==> src/rtl/semflag_pkg.sv <==
package semflag_pkg;

    typedef enum logic [1:0] {
        HOLD_NONE  = 2'd0,
        HOLD_LEFT  = 2'd1,
        HOLD_RIGHT = 2'd2
    } holder_e;

    typedef struct packed {
        holder_e holder;
        logic    wait_l;
        logic    wait_r;
    } flag_st_t;

    // Apply one port's write (value of data bit 0) to a flag state.
    function automatic flag_st_t step_flag(flag_st_t s, logic from_left, logic val);
        flag_st_t n;
        holder_e  self_h;
        holder_e  peer_h;
        logic     peer_waits;
        n          = s;
        self_h     = from_left ? HOLD_LEFT : HOLD_RIGHT;
        peer_h     = from_left ? HOLD_RIGHT : HOLD_LEFT;
        peer_waits = from_left ? s.wait_r : s.wait_l;
        if (!val) begin
            if (s.holder == HOLD_NONE) begin
                n.holder = self_h;
            end else if (s.holder != self_h) begin
                if (from_left) n.wait_l = 1'b1;
                else           n.wait_r = 1'b1;
            end
        end else begin
            if (s.holder == self_h) begin
                if (peer_waits) begin
                    n.holder = peer_h;
                    if (from_left) n.wait_r = 1'b0;
                    else           n.wait_l = 1'b0;
                end else begin
                    n.holder = HOLD_NONE;
                end
            end else begin
                if (from_left) n.wait_l = 1'b0;
                else           n.wait_r = 1'b0;
            end
        end
        return n;
    endfunction

endpackage

==> src/rtl/semflag_port_decode.sv <==
module semflag_port_decode #(
    parameter int DATA_W = 16,
    localparam int LANES = DATA_W / 8
) (
    input  logic              flag_sel_n,
    input  logic              mem_en_n,
    input  logic              is_rd,
    input  logic              out_en_n,
    input  logic [LANES-1:0]  lane_sel_n,
    input  logic [DATA_W-1:0] wdata,
    output logic              wr_go,
    output logic              wr_val,
    output logic              rd_go,
    output logic [LANES-1:0]  lane_on
);
    logic acc_ok;
    logic any_lane;
    logic unused_hi;

    assign acc_ok    = !flag_sel_n && mem_en_n;
    assign any_lane  = (lane_sel_n != {LANES{1'b1}});
    assign wr_go     = acc_ok && !is_rd && any_lane;
    assign wr_val    = wdata[0];
    assign rd_go     = acc_ok && is_rd && !out_en_n && any_lane;
    assign lane_on   = rd_go ? ~lane_sel_n : '0;
    assign unused_hi = ^wdata[DATA_W-1:1];
endmodule

==> src/rtl/semflag_cell.sv <==
module semflag_cell
    import semflag_pkg::*;
(
    input  logic clk,
    input  logic rst_n,
    input  logic l_wr,
    input  logic l_val,
    input  logic r_wr,
    input  logic r_val,
    output logic held_l,
    output logic held_r
);
    flag_st_t st_d;
    flag_st_t st_q;

    always_comb begin
        st_d = st_q;
        if (l_wr) st_d = step_flag(st_d, 1'b1, l_val);
        if (r_wr) st_d = step_flag(st_d, 1'b0, r_val);
    end

    always_ff @(posedge clk) begin
        if (!rst_n) begin
            st_q <= '{holder: HOLD_NONE, wait_l: 1'b0, wait_r: 1'b0};
        end else begin
            st_q <= st_d;
        end
    end

    assign held_l = (st_q.holder == HOLD_LEFT);
    assign held_r = (st_q.holder == HOLD_RIGHT);
endmodule

==> src/rtl/semflag_read_mux.sv <==
module semflag_read_mux #(
    parameter int DATA_W    = 16,
    parameter int NUM_FLAGS = 8,
    localparam int ADDR_W   = $clog2(NUM_FLAGS)
) (
    input  logic                 rd_go,
    input  logic [ADDR_W-1:0]    addr,
    input  logic [NUM_FLAGS-1:0] held,
    output logic [DATA_W-1:0]    rdata
);
    assign rdata = rd_go ? {DATA_W{~held[addr]}} : '0;
endmodule

==> src/rtl/semflag_bank.sv <==
module semflag_bank #(
    parameter int DATA_W    = 16,
    parameter int NUM_FLAGS = 8,
    localparam int ADDR_W   = $clog2(NUM_FLAGS),
    localparam int LANES    = DATA_W / 8
) (
    input  logic              clk,
    input  logic              rst_n,
    input  logic              l_flag_sel_n,
    input  logic              l_mem_en_n,
    input  logic              l_is_rd,
    input  logic              l_out_en_n,
    input  logic [LANES-1:0]  l_lane_sel_n,
    input  logic [ADDR_W-1:0] l_addr,
    input  logic [DATA_W-1:0] l_wdata,
    output logic [DATA_W-1:0] l_rdata,
    output logic [LANES-1:0]  l_lane_oe,
    input  logic              r_flag_sel_n,
    input  logic              r_mem_en_n,
    input  logic              r_is_rd,
    input  logic              r_out_en_n,
    input  logic [LANES-1:0]  r_lane_sel_n,
    input  logic [ADDR_W-1:0] r_addr,
    input  logic [DATA_W-1:0] r_wdata,
    output logic [DATA_W-1:0] r_rdata,
    output logic [LANES-1:0]  r_lane_oe
);
    logic l_wr_go, l_wr_val, l_rd_go;
    logic r_wr_go, r_wr_val, r_rd_go;
    logic [NUM_FLAGS-1:0] own_l_vec;
    logic [NUM_FLAGS-1:0] own_r_vec;

    semflag_port_decode #(.DATA_W(DATA_W)) u_dec_l (
        .flag_sel_n (l_flag_sel_n),
        .mem_en_n   (l_mem_en_n),
        .is_rd      (l_is_rd),
        .out_en_n   (l_out_en_n),
        .lane_sel_n (l_lane_sel_n),
        .wdata      (l_wdata),
        .wr_go      (l_wr_go),
        .wr_val     (l_wr_val),
        .rd_go      (l_rd_go),
        .lane_on    (l_lane_oe)
    );

    semflag_port_decode #(.DATA_W(DATA_W)) u_dec_r (
        .flag_sel_n (r_flag_sel_n),
        .mem_en_n   (r_mem_en_n),
        .is_rd      (r_is_rd),
        .out_en_n   (r_out_en_n),
        .lane_sel_n (r_lane_sel_n),
        .wdata      (r_wdata),
        .wr_go      (r_wr_go),
        .wr_val     (r_wr_val),
        .rd_go      (r_rd_go),
        .lane_on    (r_lane_oe)
    );

    for (genvar f = 0; f < NUM_FLAGS; f++) begin : g_flag
        logic l_hit;
        logic r_hit;
        assign l_hit = l_wr_go && (l_addr == ADDR_W'(f));
        assign r_hit = r_wr_go && (r_addr == ADDR_W'(f));
        semflag_cell u_cell (
            .clk    (clk),
            .rst_n  (rst_n),
            .l_wr   (l_hit),
            .l_val  (l_wr_val),
            .r_wr   (r_hit),
            .r_val  (r_wr_val),
            .held_l (own_l_vec[f]),
            .held_r (own_r_vec[f])
        );
    end

    semflag_read_mux #(.DATA_W(DATA_W), .NUM_FLAGS(NUM_FLAGS)) u_mux_l (
        .rd_go (l_rd_go),
        .addr  (l_addr),
        .held  (own_l_vec),
        .rdata (l_rdata)
    );

    semflag_read_mux #(.DATA_W(DATA_W), .NUM_FLAGS(NUM_FLAGS)) u_mux_r (
        .rd_go (r_rd_go),
        .addr  (r_addr),
        .held  (own_r_vec),
        .rdata (r_rdata)
    );
endmodule

==> config.mk <==
export PLATFORM = sky130hd
export DESIGN_NAME = semflag_bank
export DESIGN_NICKNAME = d
export VERILOG_FILES = /design/src/rtl/semflag_pkg.sv /design/src/rtl/semflag_port_decode.sv /design/src/rtl/semflag_cell.sv /design/src/rtl/semflag_read_mux.sv /design/src/rtl/semflag_bank.sv
export SDC_FILE = /design/constraint.sdc
export NUM_CORES = 1
export LEC_CHECK = 0
export CAP_MARGIN = 20
export CORE_MARGIN = 2
export CORE_UTILIZATION = 40
export DETAILED_ROUTE_END_ITERATION = 16
export GPL_ROUTABILITY_DRIVEN = 1
export GPL_TIMING_DRIVEN = 1
export MAX_ROUTING_LAYER = met4
export PLACE_DENSITY = 0.84
export SYNTH_ARGS = -nofsm -noshare
export SYNTH_HDL_FRONTEND = slang
export SYNTH_SLANG_ARGS = --single-unit
==> constraint.sdc <==
create_clock -name clk -period 2.9 [get_ports clk]
set_clock_uncertainty 0.15 [all_clocks]
set_input_delay 0.435 -clock clk [delete_from_list [all_inputs] [get_ports clk]]
set_output_delay 0.435 -clock clk [all_outputs]
set_load 0.02 [all_outputs]
# [Word level (Yosys, flattened, before mapping)]
# Index checks and enable logic that the tools add are counted.
[classes] n_mux=152 n_bitwise=4 reduce_logical=52 eq_ne=56 magnitude_cmp=2
[ops] operator="$mux W2" count=66
[ops] operator="$mux W4" count=24
[ops] operator="$mux W1" count=50
[ops] operator="$eq A2 B2 Y1 const B" count=16
[ops] operator="$logic_not A2 Y1" count=16
[ops] operator="$mux W16" count=2
[ops] operator="$logic_and A1 B1 Y1" count=28
[ops] operator="$eq A3 B3 Y1 const B" count=8
[ops] operator="$mux W3" count=8
[ops] operator="$ne A2 B2 Y1 const B" count=10
[ops] operator="$eq A2 B1 Y1 const B" count=8
[ops] operator="$ne A2 B1 Y1 const B" count=8
[ops] operator="$eq A3 B2 Y1 const B" count=4
[ops] operator="$lt A3 B4 Y1 const B" count=2
[ops] operator="$bmux W1 S3" count=2
[ops] operator="$eq A3 B1 Y1 const B" count=2
[ops] operator="$logic_not A1 Y1" count=6
[ops] operator="$logic_not A3 Y1" count=2
[ops] operator="$not A2 Y2" count=2
[ops] operator="$not A1 Y1" count=2
[totals] word_cells=290 regBits=32 out_inout_bits=36 inputBits=52

# [Logic depth before layout (Yosys ltp)]
# Gate-level depths: netlist of run 1.
[depth] word_depth=11 mapped_depth=7 mapped_depth_nobuf=5

# [Hierarchy]
# A second synthesis of run 1 with hierarchy kept.
[hier_totals] cells_unflattened=298 hier_area_um2=2657.5
[modules_own_cells] module="semflag_cell" seq_area_each_um2=80.1 instances=8 area_each_um2=249.0 cells_per_inst=28
[modules_own_cells] module="semflag_read_mux" seq_area_each_um2=0.0 instances=2 area_each_um2=186.4 cells_per_inst=22
[modules_own_cells] module="semflag_bank" seq_area_each_um2=0.0 instances=1 area_each_um2=192.7 cells_per_inst=16
[modules_own_cells] module="semflag_port_decode" seq_area_each_um2=0.0 instances=2 area_each_um2=50.0 cells_per_inst=7

# [Worst setup path after synthesis of run 1]
# OpenSTA, ideal clock, no wires.
[synth_timing] path_kind="input -> output" startpoint="in r_addr[0]" endpoint="out r_rdata[10]" required_time_ns=2.315 setup_slack_ns=-0.654 n_path_buf=3 stages=5 arrival_ns=2.969 path_cell_list="clkbuf_1 buf_1 o211ai_1 a311oi_1 buf_4"
[synth_via] elab_chain_len=4
[synth_rtl] item="start, declared" line="semflag_bank.sv:23" source="input logic [ADDR_W-1:0] r_addr,"
[synth_rtl] item="$bmux W1 S3" line="semflag_read_mux.sv:11" source="assign rdata = rd_go ? {DATA_W{~held[addr]}} : '0;"
[synth_rtl] item="$mux W1 (implied by the code)" line="semflag_read_mux.sv:11"
[synth_rtl] item="$not A1 Y1" line="semflag_read_mux.sv:11"
[synth_rtl] item="$mux W16" line="semflag_read_mux.sv:11"
[synth_rtl] item="end, declared" line="semflag_bank.sv:25" source="output logic [DATA_W-1:0] r_rdata,"
# No other way between the ends. The select of a mux whose other input is x is not followed.

# [Worst setup path in the final report of run 1]
[layout_timing] startpoint="in r_addr[0]" endpoint="out r_rdata[15]"
# The elaborated chain is that of the path after synthesis.

==> results.json, run 1 <==
{
  "outcome": "completed",
  "yosys.area.top_type": "dfxtp_1",
  "diodes": 0,
  "drv_cap": 0,
  "cp_slowest_stage_delay_ns": 0.51,
  "gr-total-overflow": 0,
  "dieArea_sq_um": 7070,
  "setup_viol": 0,
  "die_w_um": 84.1,
  "reg_top3": "g_flag.u_cell.st_q: 32 flops",
  "largest_reg_flops": 32,
  "antenna_found_initial": 0,
  "initial_core_util_pct": 40.8,
  "drt-total-wl_um": 7650,
  "worstSetupStartpointType": "primary input",
  "nets": 433,
  "post_cts_resize_count": 35,
  "report.final.slew_viol_count": 0,
  "vias_per_cell": 6.20,
  "core_area_sq_um": 6280,
  "syn-num-nets": 377,
  "reg2reg_slack_ns": 0.97,
  "synth-edff-count": 0,
  "total_power_w": 0.000959,
  "cp_slowest_cell": "clkdlybuf4s50_1",
  "grt_pass1_wl_um": 12200,
  "post_cts_buffers": 0,
  "die_h_um": 84.1,
  "async_reset_ff_share_pct": 0,
  "yosysWarningCount": 0,
  "cp.arrival_ns": 2.31,
  "insertion_delay_ns": 0.29,
  "grt_use_total_pct": 21.6,
  "placed_cell_area_sq_um": 3240,
  "final_cell_mix": "40 x buf_4, 32 x dfxtp_1, 25 x nor2_1",
  "crit_chain": "clkdlybuf4s50_1 > buf_4 > nor2_1 > a211o_1 > a311oi_2 > buf_4 > clkdlybuf4s15_1",
  "drtIter0Drc": 266,
  "end_kind": "primary output",
  "maxSlewHeadroom_pct": 69.4,
  "setup_slack_ns": 0.00499,
  "finalCriticalPeriod_ns": 2.90,
  "leakagePower_nw": 1.34,
  "cp_max_fo": 16,
  "grt_pass1_vias": 2573,
  "dpl_worst_slack_ns": -0.461,
  "cts_tree": "done",
  "wl_per_cell_um": 16.7,
  "ys_ff_latch": 32,
  "post-route-period-util_pct": 99.8,
  "hpwl_um": 5800,
  "synth_area_leaders": "dfxtp_1 25%, buf_4 8.8%, nand2b_1 3.9%",
  "layout_commonest_cell": "buf_4",
  "reg2reg_depth": 5,
  "finalWeightedCongestion": 1.05,
  "cp_top_family": "buffers and inverters",
  "clock_sinks": 32,
  "area_delta_synth_final_pct": 26.4,
  "dr.pass1.iters": 5,
  "cts_hold_buffers": 0,
  "required_ns": 2.32,
  "cts_root_buffer": "clkbuf_8",
  "fmax_ghz": 0.345,
  "fin_setup_tns_ns": 0,
  "worstMarginPinSlew_ns": 0.458,
  "grt_setup_unrepaired": "true",
  "yosysSeqAreaShare_pct": 25.0,
  "dr_total_vias": 2840,
  "synth_area_sq_um": 2560,
  "cts_buffers": 5,
  "ant_nets": 0,
  "critPathBufInv": 4,
  "drive_gt1_share_pct": 20.5,
  "yosys_most_used_dff": "dfxtp_1",
  "synth_top_area_share_pct": 25.0,
  "peakVddDrop_mv": 0.201,
  "hp-class": "reg -> reg",
  "crit_cells": 7,
  "utilization_pct": 51.6,
  "syn_area_per_cell_sq_um": 7.89,
  "num_rows": 29,
  "reg2reg_from": "g_flag[1].u_cell.st_q[3]",
  "drc_errors": 0,
  "cts_buffer_depth": 2,
  "critPathLaunch": "r_addr[0]",
  "synth_cells": 325,
  "endpoint": "r_rdata[15]",
  "powerDensity_nw_per_um2": 296,
  "crit_top_cell": "buf_4",
  "io_pins": 88,
  "h-tree-depth": 2,
  "rr_endpoint": "g_flag[1].u_cell.st_q[3]",
  "grt_max_degree": 24,
  "portBuffers": 57,
  "clk_pin_slew_ns": 0.06,
  "yosys.cell_types.count": 61,
  "top_register": "g_flag.u_cell.st_q",
  "hold_viol": 0,
  "crit_type": "in -> out",
  "fin_area_sq_um": 3240
}
-- worst reg2reg max path: stages, from the launching register on --
cell and delay, ns:
dfxtp_1 0.30, buf_4 0.15, or4_4 0.55, mux2i_1 0.23, nand3_1 0.13, mux2_4 0.31
-- kinds of logic (layout without fill, tap and decap cells) --
family          count (synthesis)  after routing  share of synthesized area (%)
simple gates                  145            145                           31.5
compound gates                 79             79                           24.2
buf+inv                        56            112                           12.9
flops                          32             32                           25.0
mux                            13             13                           6.39
-- cell type report --
class                           count  area (sq um)
Inverter                            8          30.0
Fill cell                         600          3040
Clock inverter                      1          5.00
Tap cell                           77          96.3
Clock buffer                        6          72.6
Sequential cell                    32           641
Multi-Input combinational cell    237          1610
Timing Repair Buffer               97           786
-- worst min-delay path by stage --
stage,depth (start not counted),to,start,slack (ns)
detailed placement,2,g_flag[0].u_cell.st_q[0],g_flag[0].u_cell.st_q[0],0.37
floorplan,2,g_flag[0].u_cell.st_q[0],g_flag[0].u_cell.st_q[0],0.34
global placement,2,g_flag[0].u_cell.st_q[0],g_flag[0].u_cell.st_q[0],0.36
finish,2,g_flag[0].u_cell.st_q[0],g_flag[0].u_cell.st_q[0],0.38
global route,2,g_flag[0].u_cell.st_q[0],g_flag[0].u_cell.st_q[0],0.40
CTS,2,g_flag[0].u_cell.st_q[0],g_flag[0].u_cell.st_q[0],0.38
-- metrics by stage --
step | cells | hold slack [ns]
after floorplan | 325 | 0.336
final | 458 | 0.382
after CTS | 458 | 0.380
after detailed placement | 451 | 0.372
after global placement | 451 | 0.360
after global routing | 458 | 0.402
-- cell usage after synthesis, types with 3 or more instances --
| cell | instances |
|---|---|
| buf_4 | 30 |
| nand4_1 | 11 |
| clkbuf_1 | 12 |
| nand2_1 | 23 |
| nor3_1 | 9 |
| a21oi_1 | 8 |
| and3_1 | 5 |
| nor2b_1 | 12 |
| nand4b_1 | 3 |
| a32o_1 | 4 |
| mux2_2 | 3 |
| o22ai_1 | 3 |
| a21boi_0 | 4 |
| o311ai_0 | 4 |
| a31oi_1 | 3 |
| a311oi_1 | 5 |
| inv_1 | 7 |
| a41oi_1 | 6 |
| a211oi_1 | 3 |
| mux2i_1 | 7 |
| o21ai_0 | 8 |
| nor4_1 | 7 |
| and2_1 | 3 |
| nor2_1 | 26 |
| buf_1 | 4 |
| a41o_1 | 6 |
| and3b_1 | 3 |
| nand2b_1 | 16 |
| nor3b_1 | 3 |
| nand3_1 | 11 |
| dfxtp_1 | 32 |
| o211ai_1 | 4 |
-- power breakdown --
part / internal (W) / total (W) / switching [W] / leakage, nW
clock: 0.000163 / 0.000326 / 0.000163 / 0.0410
combinational: 0.0000825 / 0.000190 / 0.000107 / 1.04
sequential: 0.000441 / 0.000443 / 0.00000215 / 0.258
total: 0.000686 / 0.000959 / 0.000272 / 1.34
-- layer usage --
layer / global-route usage, % / vias up / wire length, um
met5: - / - / 0
met4: 8.65 / 0 / 224
met3: 6.23 / 35 / 723
met2: 34.0 / 168 / 3530
met1: 25.9 / 1314 / 3170
li1: - / 1323 / -
No activity file was read; power rests on OpenSTA's default activity.
==> run 2, diff against run 1 <==
Settings changed: CTS_CLUSTER_SIZE set to 14.
==> results of run 2 <==
The final DEF is identical to that of run 1; final timing and power are the same.
